===== config.mk =====
export PLATFORM = sky130hd
export DESIGN_NAME = mdio_mgmt
export DESIGN_NICKNAME = d
export VERILOG_FILES = /design/src/rtl/mdio_pkg.sv /design/src/rtl/mdio_sync.sv /design/src/rtl/mdio_frame.sv /design/src/rtl/mgmt_regs.sv /design/src/rtl/mdio_mgmt.sv
export SDC_FILE = /design/constraint.sdc
export NUM_CORES = 1
export LEC_CHECK = 0
export ABC_AREA = 0
export BUFFER_PORTS_ARGS = -buffer_cell sky130_fd_sc_hd__buf_4
export CAP_MARGIN = 5
export CORE_MARGIN = 10
export CORE_UTILIZATION = 40
export CTS_BUF_LIST = sky130_fd_sc_hd__clkbuf_16
export DETAILED_ROUTE_END_ITERATION = 10
export HOLD_SLACK_MARGIN = 0.03
export PLACE_DENSITY_LB_ADDON = 0.25
export SETUP_SLACK_MARGIN = 0.02
export SYNTH_ARGS = -nofsm -noshare
export SYNTH_HDL_FRONTEND = slang
export SYNTH_HIERARCHICAL = 1
export SYNTH_SLANG_ARGS = --single-unit

===== constraint.sdc =====
create_clock -name clk -period 3.7 [get_ports clk]
set_input_delay 0.74 -clock clk [delete_from_list [all_inputs] [get_ports clk]]
set_output_delay 0.74 -clock clk [all_outputs]
set_load 0.02 [all_outputs]

===== src/rtl/mdio_pkg.sv =====
package mdio_pkg;
  typedef enum logic [2:0] {
    S_HUNT,
    S_START,
    S_HDR,
    S_TA,
    S_DATA
  } frame_st_t;

  localparam logic [4:0] A_CTRL = 5'd0;
  localparam logic [4:0] A_STAT = 5'd1;
  localparam logic [4:0] A_ID_H = 5'd2;
  localparam logic [4:0] A_ID_L = 5'd3;
  localparam logic [4:0] A_ADV  = 5'd4;
  localparam logic [4:0] A_IRQ  = 5'd17;
  localparam logic [4:0] A_IEN  = 5'd18;
  localparam logic [4:0] A_MODE = 5'd20;

  localparam logic [1:0] OP_RD = 2'b10;
  localparam logic [1:0] OP_WR = 2'b01;

  localparam logic [15:0] CTRL_WMASK = 16'h7D80;
  localparam logic [15:0] ADV_WMASK  = 16'h25E0;
  localparam logic [15:0] ADV_RESET  = 16'h05E1;
  localparam logic [15:0] MODE_WMASK = 16'h00FA;
  localparam logic [15:0] STAT_FIXED = 16'h7809;
endpackage


===== src/rtl/mdio_sync.sv =====
module mdio_sync #(
  parameter int W      = 2,
  parameter int STAGES = 2
) (
  input  logic         clk,
  input  logic [W-1:0] d,
  output logic [W-1:0] q
);
  logic [W-1:0] chain [STAGES];

  always_ff @(posedge clk) chain[0] <= d;

  generate
    for (genvar s = 1; s < STAGES; s++) begin : g_stage
      always_ff @(posedge clk) chain[s] <= chain[s-1];
    end
  endgenerate

  assign q = chain[STAGES-1];
endmodule


===== src/rtl/mdio_frame.sv =====
module mdio_frame
  import mdio_pkg::*;
#(
  parameter int PREAMBLE_LEN = 32
) (
  input  logic        clk,
  input  logic        rst,
  input  logic        mdc_s,
  input  logic        mdio_s,
  input  logic [4:0]  my_addr,
  input  logic        supp_en,
  input  logic [15:0] rd_data,
  output logic [4:0]  reg_addr,
  output logic        rd_fire,
  output logic        wr_fire,
  output logic [15:0] wr_data,
  output logic        mdio_o,
  output logic        mdio_oe
);
  localparam int PW = $clog2(PREAMBLE_LEN + 1);
  localparam logic [PW-1:0] PRE_MAX = PW'(PREAMBLE_LEN);
  localparam int HDR_BITS = 12;
  localparam logic [4:0] HDR_LAST = 5'(HDR_BITS - 1);
  localparam logic [4:0] DATA_LAST = 5'd15;

  frame_st_t state;
  logic [PW-1:0] pre_cnt;
  logic [4:0]    cnt;
  logic [HDR_BITS-1:0] hdr;
  logic [15:0]   sr;
  logic          mdc_q, first_done, is_rd, is_wr;
  logic          rise;
  logic [HDR_BITS-1:0] hdr_n;
  logic          match;

  assign rise  = mdc_s & ~mdc_q;
  assign hdr_n = {hdr[HDR_BITS-2:0], mdio_s};
  assign match = (hdr_n[9:5] == my_addr);

  assign rd_fire = rise && (state == S_TA) && (cnt == 5'd0) && is_rd;
  assign wr_fire = rise && (state == S_DATA) && (cnt == DATA_LAST) && is_wr;
  assign wr_data = {sr[14:0], mdio_s};

  always_ff @(posedge clk) begin
    if (rst) begin
      mdc_q      <= 1'b0;
      state      <= S_HUNT;
      pre_cnt    <= '0;
      cnt        <= '0;
      hdr        <= '0;
      sr         <= '0;
      first_done <= 1'b0;
      is_rd      <= 1'b0;
      is_wr      <= 1'b0;
      reg_addr   <= '0;
      mdio_o     <= 1'b0;
      mdio_oe    <= 1'b0;
    end else begin
      mdc_q <= mdc_s;
      if (rise) begin
        unique case (state)
          S_HUNT: begin
            if (mdio_s) begin
              if (pre_cnt != PRE_MAX) pre_cnt <= pre_cnt + 1'b1;
            end else begin
              if (pre_cnt == PRE_MAX || (first_done && supp_en && pre_cnt != '0))
                state <= S_START;
              pre_cnt <= '0;
            end
          end
          S_START: begin
            cnt   <= '0;
            state <= mdio_s ? S_HDR : S_HUNT;
          end
          S_HDR: begin
            hdr <= hdr_n;
            cnt <= cnt + 1'b1;
            if (cnt == HDR_LAST) begin
              reg_addr <= hdr_n[4:0];
              is_rd    <= match && (hdr_n[11:10] == OP_RD);
              is_wr    <= match && (hdr_n[11:10] == OP_WR);
              cnt      <= '0;
              state    <= S_TA;
            end
          end
          S_TA: begin
            if (cnt == 5'd0) begin
              cnt <= 5'd1;
              if (is_rd) begin
                mdio_oe <= 1'b1;
                mdio_o  <= 1'b0;
                sr      <= rd_data;
              end
            end else begin
              cnt   <= '0;
              state <= S_DATA;
              if (is_rd) begin
                mdio_o <= sr[15];
                sr     <= {sr[14:0], 1'b0};
              end
            end
          end
          S_DATA: begin
            cnt <= cnt + 1'b1;
            if (is_rd) begin
              mdio_o <= sr[15];
              sr     <= {sr[14:0], 1'b0};
            end else begin
              sr <= {sr[14:0], mdio_s};
            end
            if (cnt == DATA_LAST) begin
              mdio_oe    <= 1'b0;
              mdio_o     <= 1'b0;
              state      <= S_HUNT;
              pre_cnt    <= '0;
              first_done <= 1'b1;
              is_rd      <= 1'b0;
              is_wr      <= 1'b0;
            end
          end
          default: state <= S_HUNT;
        endcase
      end
    end
  end


  ta_zero_chk: assert property (@(posedge clk) disable iff (rst)
    $rose(mdio_oe) |-> !mdio_o);


  oe_match_chk: assert property (@(posedge clk) disable iff (rst)
    mdio_oe |-> is_rd);


  rd_wr_excl_chk: assert property (@(posedge clk) disable iff (rst)
    !(is_rd && is_wr));
endmodule


===== src/rtl/mgmt_regs.sv =====
module mgmt_regs
  import mdio_pkg::*;
#(
  parameter logic [15:0] ID_HI    = 16'h2C71,
  parameter logic [15:0] ID_LO    = 16'h5E12,
  parameter int          IRQ_BITS = 7
) (
  input  logic                clk,
  input  logic                rst,
  input  logic [4:0]          strap_addr,
  input  logic                rd_fire,
  input  logic                wr_fire,
  input  logic [4:0]          addr,
  input  logic [15:0]         wr_data,
  input  logic                link_ok,
  input  logic                an_complete,
  input  logic                rf_evt,
  input  logic                jab_evt,
  input  logic [IRQ_BITS-1:0] irq_evt,
  output logic [15:0]         rd_data,
  output logic [4:0]          phy_addr,
  output logic                supp_en,
  output logic                mdint_n,
  output logic                soft_reset_o,
  output logic                an_restart_o,
  output logic                isolate_o,
  output logic                loopback_o,
  output logic                speed100_o,
  output logic                an_enable_o,
  output logic                power_down_o,
  output logic                full_duplex_o,
  output logic                col_test_o
);
  localparam int PAD = 16 - IRQ_BITS;

  logic [15:0]         ctrl_q, adv_q, mode_q;
  logic [IRQ_BITS-1:0] ien_q, irq_lat;
  logic [4:0]          strap_q;
  logic                link_lat, rf_lat, jab_lat;
  logic                rd_stat, rd_irq;

  function automatic logic [15:0] ctrl_reset(input logic [4:0] s);
    return 16'h3000 | ((s == 5'd0) ? 16'h0400 : 16'h0000);
  endfunction

  function automatic logic [15:0] mode_reset(input logic [4:0] s);
    return {8'h00, s, 3'b010};
  endfunction

  assign rd_stat = rd_fire && (addr == A_STAT);
  assign rd_irq  = rd_fire && (addr == A_IRQ);

  always_ff @(posedge clk) begin
    soft_reset_o <= 1'b0;
    an_restart_o <= 1'b0;
    if (rst) begin
      strap_q <= strap_addr;
      ctrl_q  <= ctrl_reset(strap_addr);
      adv_q   <= ADV_RESET;
      ien_q   <= '0;
      mode_q  <= mode_reset(strap_addr);
    end else if (wr_fire && addr == A_CTRL && wr_data[15]) begin
      ctrl_q       <= ctrl_reset(strap_q);
      adv_q        <= ADV_RESET;
      ien_q        <= '0;
      mode_q       <= mode_reset(strap_q);
      soft_reset_o <= 1'b1;
    end else if (wr_fire) begin
      unique case (addr)
        A_CTRL: begin
          ctrl_q       <= wr_data & CTRL_WMASK;
          an_restart_o <= wr_data[9];
        end
        A_ADV:  adv_q  <= (wr_data & ADV_WMASK) | (ADV_RESET & ~ADV_WMASK);
        A_IEN:  ien_q  <= wr_data[IRQ_BITS-1:0];
        A_MODE: mode_q <= wr_data & MODE_WMASK;
        default: ;
      endcase
    end
  end

  always_ff @(posedge clk) begin
    if (rst) begin
      link_lat <= 1'b0;
      rf_lat   <= 1'b0;
      jab_lat  <= 1'b0;
      irq_lat  <= '0;
      mdint_n  <= 1'b1;
    end else begin
      link_lat <= rd_stat ? link_ok : (link_lat & link_ok);
      rf_lat   <= (rd_stat ? 1'b0 : rf_lat) | rf_evt;
      jab_lat  <= (rd_stat ? 1'b0 : jab_lat) | jab_evt;
      irq_lat  <= (rd_irq ? '0 : irq_lat) | irq_evt;
      mdint_n  <= ~|(irq_lat & ien_q);
    end
  end

  always_comb begin
    unique case (addr)
      A_CTRL: rd_data = ctrl_q;
      A_STAT: rd_data = STAT_FIXED | {9'd0, mode_q[1], an_complete, rf_lat,
                                       1'b0, link_lat, jab_lat, 1'b0};
      A_ID_H: rd_data = ID_HI;
      A_ID_L: rd_data = ID_LO;
      A_ADV:  rd_data = adv_q;
      A_IRQ:  rd_data = {{PAD{1'b0}}, irq_lat};
      A_IEN:  rd_data = {{PAD{1'b0}}, ien_q};
      A_MODE: rd_data = mode_q;
      default: rd_data = 16'h0000;
    endcase
  end

  assign phy_addr      = mode_q[7:3];
  assign supp_en       = mode_q[1];
  assign isolate_o     = ctrl_q[10];
  assign loopback_o    = ctrl_q[14];
  assign speed100_o    = ctrl_q[13];
  assign an_enable_o   = ctrl_q[12];
  assign power_down_o  = ctrl_q[11];
  assign full_duplex_o = ctrl_q[8];
  assign col_test_o    = ctrl_q[7];


  link_low_chk: assert property (@(posedge clk) disable iff (rst)
    (!link_ok && !rd_stat) |=> !link_lat);


  irq_clr_chk: assert property (@(posedge clk) disable iff (rst)
    rd_irq |=> ((irq_lat & ~$past(irq_evt)) == '0));


  restart_pulse_chk: assert property (@(posedge clk) disable iff (rst)
    an_restart_o |=> !an_restart_o);


  soft_pulse_chk: assert property (@(posedge clk) disable iff (rst)
    soft_reset_o |-> (ctrl_q[14] == 1'b0 && adv_q == ADV_RESET));
endmodule


===== src/rtl/mdio_mgmt.sv =====
module mdio_mgmt #(
  parameter logic [15:0] ID_HI        = 16'h2C71,
  parameter logic [15:0] ID_LO        = 16'h5E12,
  parameter int          PREAMBLE_LEN = 32,
  parameter int          SYNC_STAGES  = 2,
  parameter int          IRQ_BITS     = 7
) (
  input  logic                clk,
  input  logic                rst,
  input  logic [4:0]          strap_addr,
  input  logic                mdc,
  input  logic                mdio_i,
  output logic                mdio_o,
  output logic                mdio_oe,
  input  logic                link_ok,
  input  logic                an_complete,
  input  logic                rf_evt,
  input  logic                jab_evt,
  input  logic [IRQ_BITS-1:0] irq_evt,
  output logic                mdint_n,
  output logic                soft_reset_o,
  output logic                an_restart_o,
  output logic                isolate_o,
  output logic                loopback_o,
  output logic                speed100_o,
  output logic                an_enable_o,
  output logic                power_down_o,
  output logic                full_duplex_o,
  output logic                col_test_o
);
  logic [1:0]  bus_s;
  logic [4:0]  reg_addr, phy_addr;
  logic        rd_fire, wr_fire, supp_en;
  logic [15:0] wr_data, rd_data;

  mdio_sync #(.W(2), .STAGES(SYNC_STAGES)) u_sync (
    .clk (clk),
    .d   ({mdc, mdio_i}),
    .q   (bus_s)
  );

  mdio_frame #(.PREAMBLE_LEN(PREAMBLE_LEN)) u_frame (
    .clk      (clk),
    .rst      (rst),
    .mdc_s    (bus_s[1]),
    .mdio_s   (bus_s[0]),
    .my_addr  (phy_addr),
    .supp_en  (supp_en),
    .rd_data  (rd_data),
    .reg_addr (reg_addr),
    .rd_fire  (rd_fire),
    .wr_fire  (wr_fire),
    .wr_data  (wr_data),
    .mdio_o   (mdio_o),
    .mdio_oe  (mdio_oe)
  );

  mgmt_regs #(.ID_HI(ID_HI), .ID_LO(ID_LO), .IRQ_BITS(IRQ_BITS)) u_regs (
    .clk           (clk),
    .rst           (rst),
    .strap_addr    (strap_addr),
    .rd_fire       (rd_fire),
    .wr_fire       (wr_fire),
    .addr          (reg_addr),
    .wr_data       (wr_data),
    .link_ok       (link_ok),
    .an_complete   (an_complete),
    .rf_evt        (rf_evt),
    .jab_evt       (jab_evt),
    .irq_evt       (irq_evt),
    .rd_data       (rd_data),
    .phy_addr      (phy_addr),
    .supp_en       (supp_en),
    .mdint_n       (mdint_n),
    .soft_reset_o  (soft_reset_o),
    .an_restart_o  (an_restart_o),
    .isolate_o     (isolate_o),
    .loopback_o    (loopback_o),
    .speed100_o    (speed100_o),
    .an_enable_o   (an_enable_o),
    .power_down_o  (power_down_o),
    .full_duplex_o (full_duplex_o),
    .col_test_o    (col_test_o)
  );
endmodule


# --- After elaboration in Yosys (flattened, before gate mapping) ---
# Memories as Yosys holds them, arrays and structs flattened.
# Cells that the tools add are included.
totals:
  ff_bits: 105
  mem_bits_rw: 4
  output_inout_bits: 12
  wordCells: 161
  memories: 1
classes:
  addsub: 2
  n_eq_ne: 27
  muxes: 48
  bitwise: 9
  n_reduce_logical: 48
memory_table:
  columns: ["memory", "depth", "width", "read_ports", "rd_ports_with_merged_regs", "write_ports", "line_no", "text"]
  rows:
  - ["u_sync.chain", 2, 2, 2, 0, 2, "mdio_sync.sv:9", "logic [W-1:0] chain [STAGES];"]
ops:
  columns: ["op", "n"]
  rows:
  - ["$pmux W16 S8", 1]
  - ["$mux W16", 7]
  - ["$mux W8", 4]
  - ["$pmux W16 S2", 1]
  - ["$mux W11", 2]
  - ["$logic_not A5 Y1", 4]
  - ["$pmux W5 S4", 1]
  - ["$mux W6", 3]
  - ["$reduce_and A2 Y1", 8]
  - ["$eq A5 B5 Y1 const B", 3]
  - ["$mux W1", 15]
  - ["$mux W3", 5]
  - ["$pmux W3 S5", 1]
  - ["$logic_and A1 B1 Y1", 14]
  - ["$pmux W6 S2", 1]
  - ["$reduce_and A3 Y1", 4]
  - ["$eq A5 B2 Y1 const B", 2]
  - ["$eq A5 B4 Y1 const B", 2]
  - ["$reduce_bool A3 Y1", 3]
  - ["$ne A2 B2 Y1 const B", 4]
  - ["$pmux W1 S2", 4]
  - ["$reduce_and A4 Y1", 2]
  - ["$and A7 B7 Y7", 1]
  - ["$mux W7", 1]
  - ["other kinds (31)", 41]

# --- Depth between registers and ports, before layout ---
logic_depth:
  ltp_word: 9
  ltp_mapped: 9

# --- Cells and area by module ---
# The synthesis kept the hierarchy.
by_module_without_submodules:
  columns: ["mod", "n_inst", "cells_each", "area_per_inst_um2", "seq_area_each_um2"]
  rows:
  - ["mdio_frame", 1, 317, 2715.1, 1041.0]
  - ["mgmt_regs", 1, 253, 2389.8, 1031.0]
  - ["mdio_sync", 1, 6, 95.1, 80.1]

# --- Worst setup path before layout ---
# OpenSTA, ideal clock, no wires.
synth_path:
  path_kind: "reg2reg"
  start: "register u_frame.state[2]"
  end: "register u_regs.ctrl_q[10], enable pin"
  setup_ps: 374
  arrival_time_ps: 2508
  slack_ps: 818
  path_stages_with_launch: 8
  path_buffers: 2
  path_cell_list: "dfxtp_1 clkbuf_1 nor3b_1 and3_1 and2_1 or4b_1 clkbuf_2 o21ai_0"
synth_via:
  elab_chain_len: 8
synth_rtl:
  columns: ["element", "line_no", "text"]
  rows:
  - ["start, declared", "mdio_frame.sv:26", "frame_st_t state;"]
  - ["start signal, assigned", "mdio_frame.sv:73", "state <= mdio_s ? S_HDR : S_HUNT;"]
  - ["$eq A3 B3 Y1 (*)", "mdio_frame.sv:41", "assign wr_fire = rise && (state == S_DATA) && (cnt == DATA_LAST) && is_wr;"]
  - ["$logic_and A1 B1 Y1 (*) (3 in series)", "mdio_frame.sv:41", null]
  - ["via wr_fire", "mdio_mgmt.sv:33", "logic rd_fire, wr_fire, supp_en;"]
  - ["$logic_and A1 B1 Y1 (2 in series)", "mgmt_regs.sv:62", "end else if (wr_fire && addr == A_CTRL && wr_data[15]) begin"]
  - ["$reduce_bool A3 Y1 (no line)", null, null]
  - ["$reduce_and A2 Y1 (no line) (*)", null, null]
  - ["end signal, assigned", "mgmt_regs.sv:58", "ctrl_q <= ctrl_reset(strap_addr);"]
  - ["end signal, assigned", "mgmt_regs.sv:63", "ctrl_q <= ctrl_reset(strap_q);"]
  - ["end signal, assigned", "mgmt_regs.sv:71", "ctrl_q <= wr_data & CTRL_WMASK;"]
  - ["end, declared", "mgmt_regs.sv:36", "logic [15:0] ctrl_q, adv_q, mode_q;"]
# The timed path passes the listed nets; every way through them passes the cells marked *.
# A chain may end at the register's enable or synchronous reset.

# --- Final worst setup path ---
layout_path:
  start: "register u_frame.cnt[1]"
  end: "register u_regs.ctrl_q[7], enable pin"
layout_via:
  elab_chain_len: 7
layout_rtl:
  columns: ["element", "line_no", "text"]
  rows:
  - ["start, declared", "mdio_frame.sv:28", "logic [4:0] cnt;"]
  - ["start signal, assigned", "mdio_frame.sv:77", "cnt <= cnt + 1'b1;"]
  - ["start signal, assigned", "mdio_frame.sv:104", "cnt <= cnt + 1'b1;"]
  - ["$eq A5 B4 Y1 (*)", "mdio_frame.sv:41", null]
  - ["$logic_and A1 B1 Y1 (*) (2 in series)", "mdio_frame.sv:41", null]
  - ["via wr_fire", "mdio_mgmt.sv:33", null]
  - ["$logic_and A1 B1 Y1 (2 in series)", "mgmt_regs.sv:62", null]
  - ["$reduce_bool A3 Y1 (no line)", null, null]
  - ["$reduce_and A2 Y1 (no line) (*)", null, null]
# Marked as above.

==> results.rst <==
.. list-table::
   :header-rows: 1

   * - Metric
     - Value
   * - Status
     - finished, final reports clean
   * - Setup TNS Final
     - 0 ns
   * - Buffering stage count on the worst path with inverters included
     - 0
   * - Number of instances resized during post-cts repair
     - 0
   * - Static leakage
     - 2.00 nW
   * - Sequence of cells on the critical path
     - ha_1, and3_1, ha_1, and3_1, and2_1, or4b_1, o21ai_0
   * - Pin count of the biggest net entering global routing
     - 52
   * - Smallest setup slack after layout
     - 0.653 ns
   * - Endpoint with the worst hold slack
     - u_sync/chain[0][2]
   * - Pwr per Cell Area
     - 390 nW/um^2
   * - Net count of the finished layout
     - 590
   * - Share of synthesized area occupied by flip-flops and latches
     - 41.4%
   * - Die area
     - 18000 sq um
   * - TritonCTS clock tree
     - built
   * - Sw Ratio
     - 23.2%
   * - Net count after synthesis
     - 601
   * - Clock period minus final worst setup slack
     - 3.05 ns
   * - Buffers from clock root to sink, at most
     - 2
   * - Initial Util
     - 41.0%
   * - Maximum clock frequency
     - 0.328 GHz
   * - Distinct cell type count after synthesis
     - 84
   * - Measured slew at the worst slew-check pin
     - 1.11 ns
   * - Number of top-level pins
     - 32
   * - Final RePlAce weighted congestion
     - 0.866
   * - Core Region
     - 12700 sq um
   * - Arrival time worst endpoint
     - 3.04 ns
   * - Endpoint type of the worst setup path
     - register
   * - Power spent charging and discharging nets
     - 0.510 mW
   * - Setup repair after global routing missed its margin
     - false
   * - Max Cap Viol
     - 0
   * - Number of cell rows
     - 41
   * - Area of all sequential standard cells
     - 2150 sq um
   * - Routed wire per std cell
     - 17.9 microns
   * - Total via count after detailed routing
     - 4287
   * - Cells after Synth
     - 576
   * - # diodes
     - 0
   * - Category of cells accounting for the largest share of critical-path delay
     - simple AND/OR/NAND/NOR gates
   * - Proportion of power drawn by the clock network
     - 43.9%
   * - Antenna violations before repair
     - 0
   * - Via-per-instance ratio
     - 5.78
   * - Min-delay src
     - u_sync/chain[0][0]
   * - Number of enable-type register cells in the synthesized netlist
     - 15
   * - Vias in the first global route
     - 4196
   * - Internal power component
     - 1.69 mW
   * - Wire length of the first global-routing pass
     - 22300 microns
   * - Setup-violating endpoint count in the final report
     - 0
   * - Endpoint required time on the critical path
     - 3.69 ns
   * - Port bufs
     - 31
   * - Final Cycle Share
     - 82.3%
   * - Global-route congestion overflow total
     - 0
   * - Reg2reg setup slack
     - 0.65 ns
   * - Worst Hold Path Cells
     - 0
   * - Fraction of registers with async set/reset
     - 0%
   * - Dominant register cell in the synthesized netlist
     - dfxtp_1
   * - Worst clock skew on the final layout
     - 0.0103 ns
   * - Post-layout total power
     - 2.20 mW
   * - Number of warnings reported in the yosys synthesis log
     - 6
   * - Maximum single-stage delay on the critical path
     - 0.60 ns
   * - Footprint of the multi-input gates
     - 2610 sq um
   * - Total of flip-flops plus latches after synthesis
     - 100
   * - Number of design rule violations left after detail routing
     - 0
   * - Number of DRC markers after the initial detailed-route iteration
     - 476
   * - Count of endpoints failing hold in the final timing report
     - 0
   * - FF-to-FF End
     - u_regs/ctrl_q[7]
   * - Post-route antenna net violation count
     - 0
   * - Worst min-delay path class
     - register to register
   * - Share of layout cells above drive strength 1
     - 13.5%
   * - Vert. Die Dim
     - 134 microns
   * - Placement-stage worst setup slack
     - 0.659 ns
   * - Number of detailed-routing iterations run before antenna repair
     - 5
   * - Number of buffers created by CTS
     - 9
   * - Syn-to-layout area delta
     - 8.54%
   * - Slowest stage cell, crit path
     - or4b_1
   * - Worst-path fanout max
     - 9
   * - Cell area after technology mapping
     - 5200 sq um
   * - Clock latency on the worst-skew pair
     - 0.36 ns
   * - WL final
     - 13300 microns
   * - Avg Inst Size Synth
     - 9.03 sq um
   * - Crit Path Class
     - register to register
   * - Placed wire-length estimate after detailed placement
     - 9300 microns
   * - Worst Setup Start Kind
     - register
   * - Clock transition at the registers of the reported paths
     - 0.07 ns
   * - Tightest slew margin relative to the limit
     - 26.2%
   * - Post-CTS Hold Buffers
     - 0
   * - IR drop worst, VDD
     - 0.379 mV
   * - Clock root buffer
     - clkbuf_16
   * - Fillcell total
     - 1254
   * - Max-slew violations
     - 0
   * - H-tree levels
     - 3
   * - Worst-case reg-to-reg path depth
     - 7
   * - Critical register-to-register path startpoint
     - u_frame/cnt[1]
   * - Combinational power share
     - 4.2%
   * - Die outline width
     - 134 microns
   * - Portion of total power attributed to sequential cells
     - 51.8%
   * - Buffers inserted by post-CTS timing repair
     - 0
   * - Clock sink count
     - 100
   * - Gr usage total
     - 15.1%
==> final cells by class <==
type / instances / share of cell area (%)
inverter: 20 / 1.33
multi-input combinational: 396 / 46.3
sequential: 100 / 38.1
timing repair buffer: 38 / 5.05
clock buffer: 9 / 3.99
tap: 172 / 3.81
clock inverter: 7 / 1.37
==> per-stage QoR <==
stage               utilization (%)  hold WS (ns)  area, sq um  std cells
finish                         44.5         0.329         5640        742
global route                   44.5         0.339         5640        742
CTS                            44.5         0.333         5640        742
detailed placement             42.2         0.318         5340        726
global placement               42.2         0.318         5340        726
floorplan                         -         0.310         5200        576
==> synthesized netlist by cell type, types with 5 or more instances <==
library cell | instances | area share, %
clkbuf_1 | 17 | 1.2
buf_2 | 13 | 1.3
o21ai_1 | 5 | 0.48
nor2b_1 | 8 | 0.96
o21ai_0 | 22 | 2.1
a21oi_1 | 43 | 4.1
a221o_1 | 8 | 1.5
nand2b_1 | 8 | 0.96
xor2_1 | 5 | 0.84
ha_1 | 5 | 1.2
mux2_2 | 5 | 1.1
dfxtp_1 | 85 | 33
edfxtp_1 | 15 | 8.7
and2_1 | 7 | 0.84
or3_1 | 5 | 0.60
buf_4 | 23 | 3.3
a211oi_1 | 18 | 2.6
a311oi_1 | 11 | 1.9
mux2i_1 | 17 | 3.3
nand4b_1 | 5 | 0.84
and3_1 | 19 | 2.3
nand2_1 | 39 | 2.8
nor2_1 | 37 | 2.7
inv_1 | 19 | 1.4
nand3_1 | 37 | 3.6
nor3_1 | 9 | 0.87
==> cells by family (layout without fill, tap and decap cells) <==
group,after synthesis,count (layout),synth area share (%)
other,1,1,0.0721
and+or+nand+nor,213,213,23.5
buffers and inverters,80,74,8.35
AOI/OAI and AO/OA,149,149,20.2
xor gates and xnor gates,6,6,1.01
muxes,22,22,4.36
DFF,100,100,41.4
adders and majority gates,5,5,1.20
==> routing by layer <==
metal / track usage (%) / up-vias / routed length, microns
met5: 0 / - / 0
met2: 21.4 / 99 / 5610
met3: 4.56 / 9 / 697
li1: - / 2083 / -
met1: 21.4 / 2096 / 6790
met4: 4.29 / 0 / 171
==> sequential cells by signal, indices dropped and copies added (netlist names), 6 cells and up <==
signal / flops
u_frame/hdr: 11
u_regs/ien_q: 7
u_regs/mode_q: 6
u_frame/pre_cnt: 6
u_regs/irq_lat: 7
u_regs/adv_q: 6
u_regs/ctrl_q: 7
u_frame/sr: 16
==> worst max path at each step <==
| stage | startpoint | to | slack, ns | cells past startpoint |
|---|---|---|---|---|
| after detailed placement | u_frame/cnt[1] | u_regs/ctrl_q[8] | 0.66 | 7 |
| after floorplan | u_frame/state[2] | u_regs/ctrl_q[10] | 0.82 | 7 |
| after global placement | u_frame/cnt[1] | u_regs/ctrl_q[7] | 0.75 | 7 |
| after global routing | u_frame/cnt[1] | u_regs/ctrl_q[8] | 0.40 | 7 |
| final | u_frame/cnt[1] | u_regs/ctrl_q[7] | 0.65 | 7 |
| after CTS | u_frame/cnt[1] | u_regs/ctrl_q[8] | 0.63 | 7 |
==> cells in the final DEF, fill, tap and decap left out, drive strengths merged, types with 4 or more instances in the layout <==
cell / instances
edfxtp: 15
clkbuf: 9
or3: 5
a21oi: 44
inv: 20
mux2: 5
a211oi: 19
nand3: 37
and3: 19
nand3b: 4
o21ai: 27
nor2: 38
nand2: 40
nor2b: 9
a221o: 8
or4b: 4
buf: 38
nor4b: 6
ha: 5
nand4b: 5
xor2: 5
dfxtp: 85
nand2b: 8
clkinv: 5
and2: 7
nor3: 11
o2bb2ai: 4
mux2i: 17
a311oi: 11
==> power by group through the flow <==
stage	clock network, mW	registers, mW	logic, mW
global placement	0	1.17	0.0907
finish	0.967	1.14	0.0934
CTS	0.991	1.14	0.0930
detailed placement	0	1.17	0.0927
global route	1.03	1.14	0.105
floorplan	0	1.16	0.0574
Power figures use the tool's default switching activity.
